File: src/rtl/tlb_access_guard.sv
module tlb_access_guard #(
  parameter int AW         = 32,
  parameter int ASID_W     = 8,
  parameter int WAY_W      = 2,
  parameter int PAGE_SHIFT = 10,
  parameter int CODE_W     = 12,
  parameter int SR_BL      = 28,
  parameter int SR_RB      = 29,
  parameter int SR_MD      = 30,
  parameter logic [AW-1:0] VEC_OFS = 32'h100
) (
  input  logic              clk,
  input  logic              rst,
  input  logic              hit_vld,
  input  logic              ent_valid,
  input  logic              ent_dirty,
  input  logic [1:0]        ent_prot,
  input  logic              acc_write,
  input  logic              priv_mode,
  input  logic [AW-1:0]     acc_va,
  input  logic [ASID_W-1:0] cur_asid,
  input  logic [WAY_W-1:0]  hit_way,
  input  logic [AW-1:0]     cur_pc,
  input  logic [AW-1:0]     cur_sr,
  input  logic [AW-1:0]     vbr,
  output logic              grant,
  output logic              fault,
  output logic [CODE_W-1:0] exc_code,
  output logic [AW-1:0]     fault_va,
  output logic [AW-1:0]     pteh,
  output logic [WAY_W-1:0]  way_idx,
  output logic [AW-1:0]     spc,
  output logic [AW-1:0]     ssr,
  output logic [AW-1:0]     sr_new,
  output logic [AW-1:0]     vector
);
  localparam logic [CODE_W-1:0] C_INV_RD  = CODE_W'(12'h040);
  localparam logic [CODE_W-1:0] C_INV_WR  = CODE_W'(12'h060);
  localparam logic [CODE_W-1:0] C_DIRTY   = CODE_W'(12'h080);
  localparam logic [CODE_W-1:0] C_PROT_RD = CODE_W'(12'h0A0);
  localparam logic [CODE_W-1:0] C_PROT_WR = CODE_W'(12'h0C0);
  localparam int PAD_W = PAGE_SHIFT - ASID_W;
  localparam logic [AW-1:0] SR_SET = (AW'(1) << SR_BL) | (AW'(1) << SR_RB) | (AW'(1) << SR_MD);

  logic allow_rd, allow_wr;
  logic bad_inv, bad_prot, bad_dirty, any_bad;
  logic [CODE_W-1:0] code_sel;
  logic [AW-1:0] pteh_next;

  assign allow_rd  = priv_mode | ent_prot[1];
  assign allow_wr  = ent_prot[0] & allow_rd;
  assign bad_inv   = ~ent_valid;
  assign bad_prot  = acc_write ? ~allow_wr : ~allow_rd;
  assign bad_dirty = acc_write & ~ent_dirty;
  assign any_bad   = bad_inv | bad_prot | bad_dirty;
  assign pteh_next = {acc_va[AW-1:PAGE_SHIFT], {PAD_W{1'b0}}, cur_asid};

  always_comb begin
    if (bad_inv)
      code_sel = acc_write ? C_INV_WR : C_INV_RD;
    else if (bad_prot)
      code_sel = acc_write ? C_PROT_WR : C_PROT_RD;
    else
      code_sel = C_DIRTY;
  end

  always_ff @(posedge clk) begin
    if (rst) begin
      grant    <= 1'b0;
      fault    <= 1'b0;
      exc_code <= '0;
      fault_va <= '0;
      pteh     <= '0;
      way_idx  <= '0;
      spc      <= '0;
      ssr      <= '0;
      sr_new   <= '0;
      vector   <= '0;
    end else begin
      grant <= hit_vld & ~any_bad;
      fault <= hit_vld & any_bad;
      if (hit_vld && any_bad) begin
        exc_code <= code_sel;
        fault_va <= acc_va;
        pteh     <= pteh_next;
        way_idx  <= hit_way;
        spc      <= cur_pc;
        ssr      <= cur_sr;
        sr_new   <= cur_sr | SR_SET;
        vector   <= vbr + VEC_OFS;
      end
    end
  end
endmodule

File: config.mk
export PLATFORM = sky130hd
export DESIGN_NAME = tlb_access_guard
export DESIGN_NICKNAME = d
export VERILOG_FILES = /design/src/rtl/tlb_access_guard.sv
export SDC_FILE = /design/constraint.sdc
export NUM_CORES = 1
export LEC_CHECK = 0
export ABC_AREA = 1
export BUFFER_PORTS_ARGS = -buffer_cell sky130_fd_sc_hd__buf_2
export CAP_MARGIN = 20
export CORE_AREA = 3 3 135 137
export DETAILED_ROUTE_END_ITERATION = 10
export DIE_AREA = 0 0 138 140
export HOLD_SLACK_MARGIN = 0.08
export PLACE_DENSITY = 0.67
export SYNTH_ARGS = -nofsm -noshare
export SYNTH_HDL_FRONTEND = slang
export SYNTH_SLANG_ARGS = --single-unit
export TNS_END_PERCENT = 30
File: constraint.sdc
create_clock -name clk -period 1.85 [get_ports clk]
set_input_delay 0.37 -clock clk [delete_from_list [all_inputs] [get_ports clk]]
set_output_delay 0.37 -clock clk [all_outputs]
set_load 0.01 [all_outputs]
* Word level (Yosys, flattened, before mapping)
Index checks and enable logic that the tools add are counted.
Storage, ports and cells: output and inout bits 208, input bits 147, register bits after elaboration 206
Operators by class: add/subtract/negate cells 1, muxes and demuxes 5, bitwise logic cells 12, reductions and logical operators 1
Operator list (number):
- $add A32 B9 Y32 const B | 1
- $mux W7 | 2
- $mux W12 | 1
- $mux W6 | 1
- $not A1 Y1 | 5
- $and A1 B1 Y1 | 4
- $or A1 B1 Y1 | 3
- $logic_and A1 B1 Y1 | 1
- $mux W1 | 1

* Depth between registers and ports, before layout
Gate-level depths: netlist (run 1).
depth in word-level cells 8, gate-level depth with buffers 11

* Worst setup path before layout (run 1)
Ideal clock, no wire load.
path kind input port to flip-flop, start point input port vbr[8], end point register vector[30], data required time 1.741 ns, setup time 0.109 ns, stages on the path 10, path slack 0.439 ns, arrival time 1.302 ns, cell sequence ha_1 nand2_1 nor2_1 nand2_1 nor2_1 nand2_1 nand2_1 nand3_1 nand2_1 inv_1
Between the ends: cells in the longest elaborated chain, start to end 1
Ends and longest elaborated chain:
- from (decl) | RTL line 25 | input logic [AW-1:0] vbr,
- $add A32 B9 Y32 | RTL line 90 | vector <= vbr + VEC_OFS;
- to (signal assigned) | RTL line 90
- to (decl) | RTL line 35 | output logic [AW-1:0] vector
Every way passes these cells. A chain may end at the register's enable or synchronous reset.

==> results of run 1 <==
-- metal layers --
layer	routed length, um	global-route usage, %	vias up
met4	318	5.77	0
met2	8640	30.9	261
li1	-	-	3120
met5	0	0	-
met1	7670	22.0	2691
met3	1390	6.04	24
-- cell families after synthesis --
group | count (synthesis)
simple gates | 385
compound gates | 148
buf+inv | 146
flops | 144
xor+xnor | 9
fa+ha+maj | 1
other cells | 1
-- metrics by stage --
step	total power [mW]	hold slack, ns
after global placement	4.91	0.449
after detailed placement	4.92	0.455
after global routing	8.71	0.152
after CTS	8.41	0.146
final	8.30	0.170
after floorplan	4.37	0.460
-- sequential cells by signal (all words and copies together), names as in the netlist --
name      count
vector       32
way_idx       2
exc_code      3
spc          32
sr_new        1
fault_va     32
pteh          8
ssr          32
grant         1
fault         1
-- cells in the mapped netlist --
cell      count
nor4_1        1
nand2_1      67
inv_2         1
nor2_4        1
ha_1          1
and2_1        1
inv_1        34
o21ai_0      93
nand4_1       1
clkinv_1      1
inv_4         1
buf_2        16
conb_1        1
dfxtp_1     144
nor2_1      287
nand3_1      22
o21ai_1      42
nand3b_1      4
a21oi_1      12
clkbuf_1     22
xor2_1        4
buf_4        70
o21ai_2       1
xnor2_1       5
nor3_1        1
buf_6         1
-- cell type report --
class / count / area share, %
Clock buffer: 17 / 5.18
Clock inverter: 15 / 2.03
Inverter: 37 / 1.72
Multi-Input combinational cell: 554 / 29.0
Sequential cell: 144 / 35.1
Tap cell: 225 / 3.43
Timing Repair Buffer: 359 / 23.6
-- worst min path at each step --
stage                 from           to  slack (ns)  depth (start not counted)
2_1_floorplan       vbr[8]    vector[8]        0.46                          1
3_3_place_gp   exc_code[7]  exc_code[7]        0.45                          2
3_5_place_dp   exc_code[7]  exc_code[7]        0.45                          2
4_1_cts         cur_pc[24]      spc[24]        0.15                          3
5_1_grt         cur_pc[21]      spc[21]        0.15                          3
6_report        cur_sr[25]      ssr[25]        0.17                          3
-- report_power, final --
group | leakage (nW) | total [mW] | internal (mW) | switching, mW
registers | 1.20 | 3.50 | 3.36 | 0.142
clock network | 0.294 | 3.45 | 1.93 | 1.52
logic | 2.91 | 1.35 | 0.564 | 0.782
==> results.cfg, run 1 <==
[setup_path]
reg2reg_setup_slack_ns = 1.13
worstPathMaxFanout = 3
rr_startpoint = ssr[9]
cp-endpoint = sr_new[9]
crit_buf_inv = 1
worstPathCellList = buf_2
crit_type = reg2out
endpoint_kind = output port
crit_slowest_cell = dfxtp_1
r2r_end = ssr[9]
cp-start-kind = flop
cp_slowest_stage_delay_ns = 0.40
reg2reg_depth = 2
cp_data_required_time_ns = 1.48
cp_top_family = flip-flops
arrival_ns = 0.97
cp_num_cells = 1
crit_start = ssr[9]

[global_routing]
grtUsageTotal_pct = 18.3
grt_first_pass_wirelength_um = 29200
antenna_found_initial = 0
first_global_vias = 5778
gr-total-overflow = 0
grt_max_degree = 66

[timing]
fin_ws_ns = 0.508
fin_skew_ns = 0
setup_viol = 0
rsz0062_at_grt = false
slew_violations = 0
hold_viol_final = 0
timing.setup.tns_ns = 0
period_share_pct = 72.6
timing.fmax_ghz = 0.745
post-route-min-period_ns = 1.34

[clock_tree]
cts.sink_count = 144
clk_latency_ns = 0.41
post_cts_resize_count = 0
numCtsBuffers = 17
tritoncts = yes
post_cts_buffers = 0
cts_buffer_depth = 2
cts_hold_buf = 0
clk_pin_slew_ns = 0.07
ctsHtreeMaxLevel = 4
cts_root_buf = clkbuf_16

[logic_synthesis]
synth_seq_cells = 144
synthAdderAreaFrac_pct = 0.206
syn_area_per_cell_sq_um = 7.27
synthCells = 834
synth_top_family_by_area = simple AND/OR/NAND/NOR gates
yosys-mux-area-fraction_pct = 0
synth-compound-area-share_pct = 12.3
ys_seq_area_share_pct = 47.5
yosysTopAreaCell = dfxtp_1
yosysUniqueCellTypes = 26
syn-cell-area_sq_um = 6070
synth-simple-area-share_pct = 24.8
synth.area.top_cells = dfxtp_1, nor2_1, buf_4
synth_top_area_share_pct = 47.5
ys_warn_count = 0
synth_xor_area_share_pct = 1.30

[floorplanning]
die_w_um = 138
start_util_pct = 35.3
rows = 48
core_area_sq_um = 17200
die-area_sq_um = 19300
fp.dieH_um = 140
io_pins = 355

[layout]
layout_common_cells = buf_2, nor2_1, dfxtp_1
layout_commonest_cell = buf_2
fin_nets = 1261
drive_above_1_share_pct = 35.2
register_area_sq_um = 2880
fillerInstances = 1720
final_cell_count_no_fill = 1351
final_util_pct = 47.8
syn2layout_area_growth_pct = 35.4
fin_area_sq_um = 8220
multi_input_area_sq_um = 2380
diodes = 0

[placed_design]
portBuffers = 343
dp_slack_ns = 0.156
place_area_sq_um = 7620
place_congestion = 0.924
dp.cells = 1319
dp_hpwl_um = 13200

[pwr]
ir_worst_vdd_mv = 0.600
p_per_area_nw_per_um2 = 1010
power_leakage_nw = 4.40

[drt]
vias_per_cell = 4.51
ant_nets = 0
dr.pass1.iters = 5
dr.first_iter.drc_count = 296
remaining_drc_errors = 0
drt-total-wl_um = 18000
vias = 6096
wl_per_cell_um = 13.3

[flow_run]
drv_cap = 0

[run_status]
outcome = complete, no violations

[hold_path]
hold_path_class = in2reg
Note: power is estimated with default switching activity, not from simulation.
==> run 2: changes to the inputs <==
clock period = 1.4 ns   (was 1.85 ns; I/O delays follow)
==> results.cfg, run 2 (synthesis results as in run 1) <==
[clock_tree]
clk_pin_slew_ns = 0.06
cts.sink_count = 144
tritoncts = yes
cts_buffer_depth = 2
post_cts_buffers = 0
ctsHtreeMaxLevel = 4
numCtsBuffers = 17
clk_latency_ns = 0.41
cts_root_buf = clkbuf_16

[setup_path]
cp_slowest_stage_delay_ns = 0.40
r2r_end = spc[24]
endpoint_kind = output port
crit_buf_inv = 1
rr_startpoint = spc[24]
cp_top_family = flip-flops
worstPathMaxFanout = 3
cp_data_required_time_ns = 1.12
reg2reg_depth = 2
reg2reg_setup_slack_ns = 0.67
crit_slowest_cell = dfxtp_1
worstPathCellList = buf_2
arrival_ns = 0.97
cp-start-kind = flop
crit_type = reg2out

[placed_design]
portBuffers = 343
dp_hpwl_um = 13300
place_congestion = 0.861

[timing]
hold_viol_final = 0
timing.setup.tns_ns = 0
slew_violations = 0
post-route-min-period_ns = 1.25
timing.fmax_ghz = 0.800
setup_viol = 0
period_share_pct = 89.3
fin_skew_ns = 0
rsz0062_at_grt = false

[layout]
layout_commonest_cell = buf_2
layout_common_cells = buf_2, nor2_1, dfxtp_1
drive_above_1_share_pct = 33.3
diodes = 0
syn2layout_area_growth_pct = 50.5
fin_nets = 1359

[drt]
remaining_drc_errors = 0
wl_met2_um = 9720
wl_met1_um = 8150
drt-total-wl_um = 19900
vias = 6625
top_layer_used = met4
vias_per_cell = 4.57
route.met3.wl_um = 1560
dr.pass1.iters = 5
ant_nets = 0
wl_per_cell_um = 13.7
dr.first_iter.drc_count = 368

[pwr]
ir_worst_vdd_mv = 0.765
power_mw = 11.1
power_leakage_nw = 4.79
p_per_area_nw_per_um2 = 1220

[global_routing]
gr-total-overflow = 0
grtUsageTotal_pct = 19.6
first_global_vias = 6295
grt_max_degree = 69
antenna_found_initial = 0
grt_first_pass_wirelength_um = 31600

[floorplanning]
die_w_um = 138
io_pins = 355
start_util_pct = 35.3
core_area_sq_um = 17200
die-area_sq_um = 19300
rows = 48
fp.dieH_um = 140

[hold_path]
hold_end = ssr[24]
hold_depth = 3
hold_path_class = in2reg
min_from = cur_sr[24]

[flow_run]
drv_cap = 0

[run_status]
outcome = complete, no violations
==> run 2: worst min-delay path, delay by kind of cell <==
kind | cells | cell delay (ns)
buffers and inverters | 1 | 0.08
and+or+nand+nor | 2 | 0.11
==> run 2: metal layers <==
| layer | vias to the layer above | GRT usage [%] |
|---|---|---|
| met3 | 33 | 5.53 |
| met1 | 2973 | 23.4 |
| met2 | 304 | 33.8 |
| li1 | 3315 | - |
| met4 | 0 | 7.49 |
| met5 | - | 0 |
==> run 2: per-stage QoR <==
stage | hold WS, ns | util, % | worst slack (ns) | area [sq um] | instances
after floorplan | 0.370 | - | 0.0788 | 6100 | 844
after global placement | 0.447 | 44.7 | -0.136 | 7680 | 1330
after detailed placement | 0.454 | 44.7 | -0.199 | 7680 | 1330
after CTS | 0.0801 | 53.2 | 0.125 | 9130 | 1449
after global routing | 0.0964 | 53.2 | 0.0323 | 9130 | 1449
final | 0.0988 | 53.2 | 0.150 | 9130 | 1449
==> run 2: how the worst max path moves through the flow <==
stage                      startpoint    endpoint  slack, ns  cells past startpoint
after floorplan                vbr[8]  vector[30]       0.08                     10
after global placement    ent_prot[0]  vector[13]      -0.14                      9
after detailed placement  ent_prot[0]  vector[20]      -0.20                     10
after CTS                      ssr[9]      ssr[9]       0.12                      1
after global routing           vbr[8]  vector[30]       0.03                     11
final                          ssr[8]      ssr[8]       0.15                      1
==> run 2: timing repair <==
action / in CTS / in global routing
gates resized for setup: 0 / 0
hold buffers: 87 / 0
hold endpoints to repair: 87 / 0
==> run 2: cell type report <==
type | count | area [sq um]
clock buffer | 18 | 439
sequential | 144 | 2880
tap | 225 | 282
clock inverter | 14 | 139
inverter | 37 | 141
multi-input combinational | 554 | 2380
timing repair buffer | 457 | 2870
fill | 1617 | 8050
==> run 2: power by group <==
part           switching, mW  internal [mW]
sequential             0.194           4.44
combinational           1.09          0.906
clock                   2.05           2.42
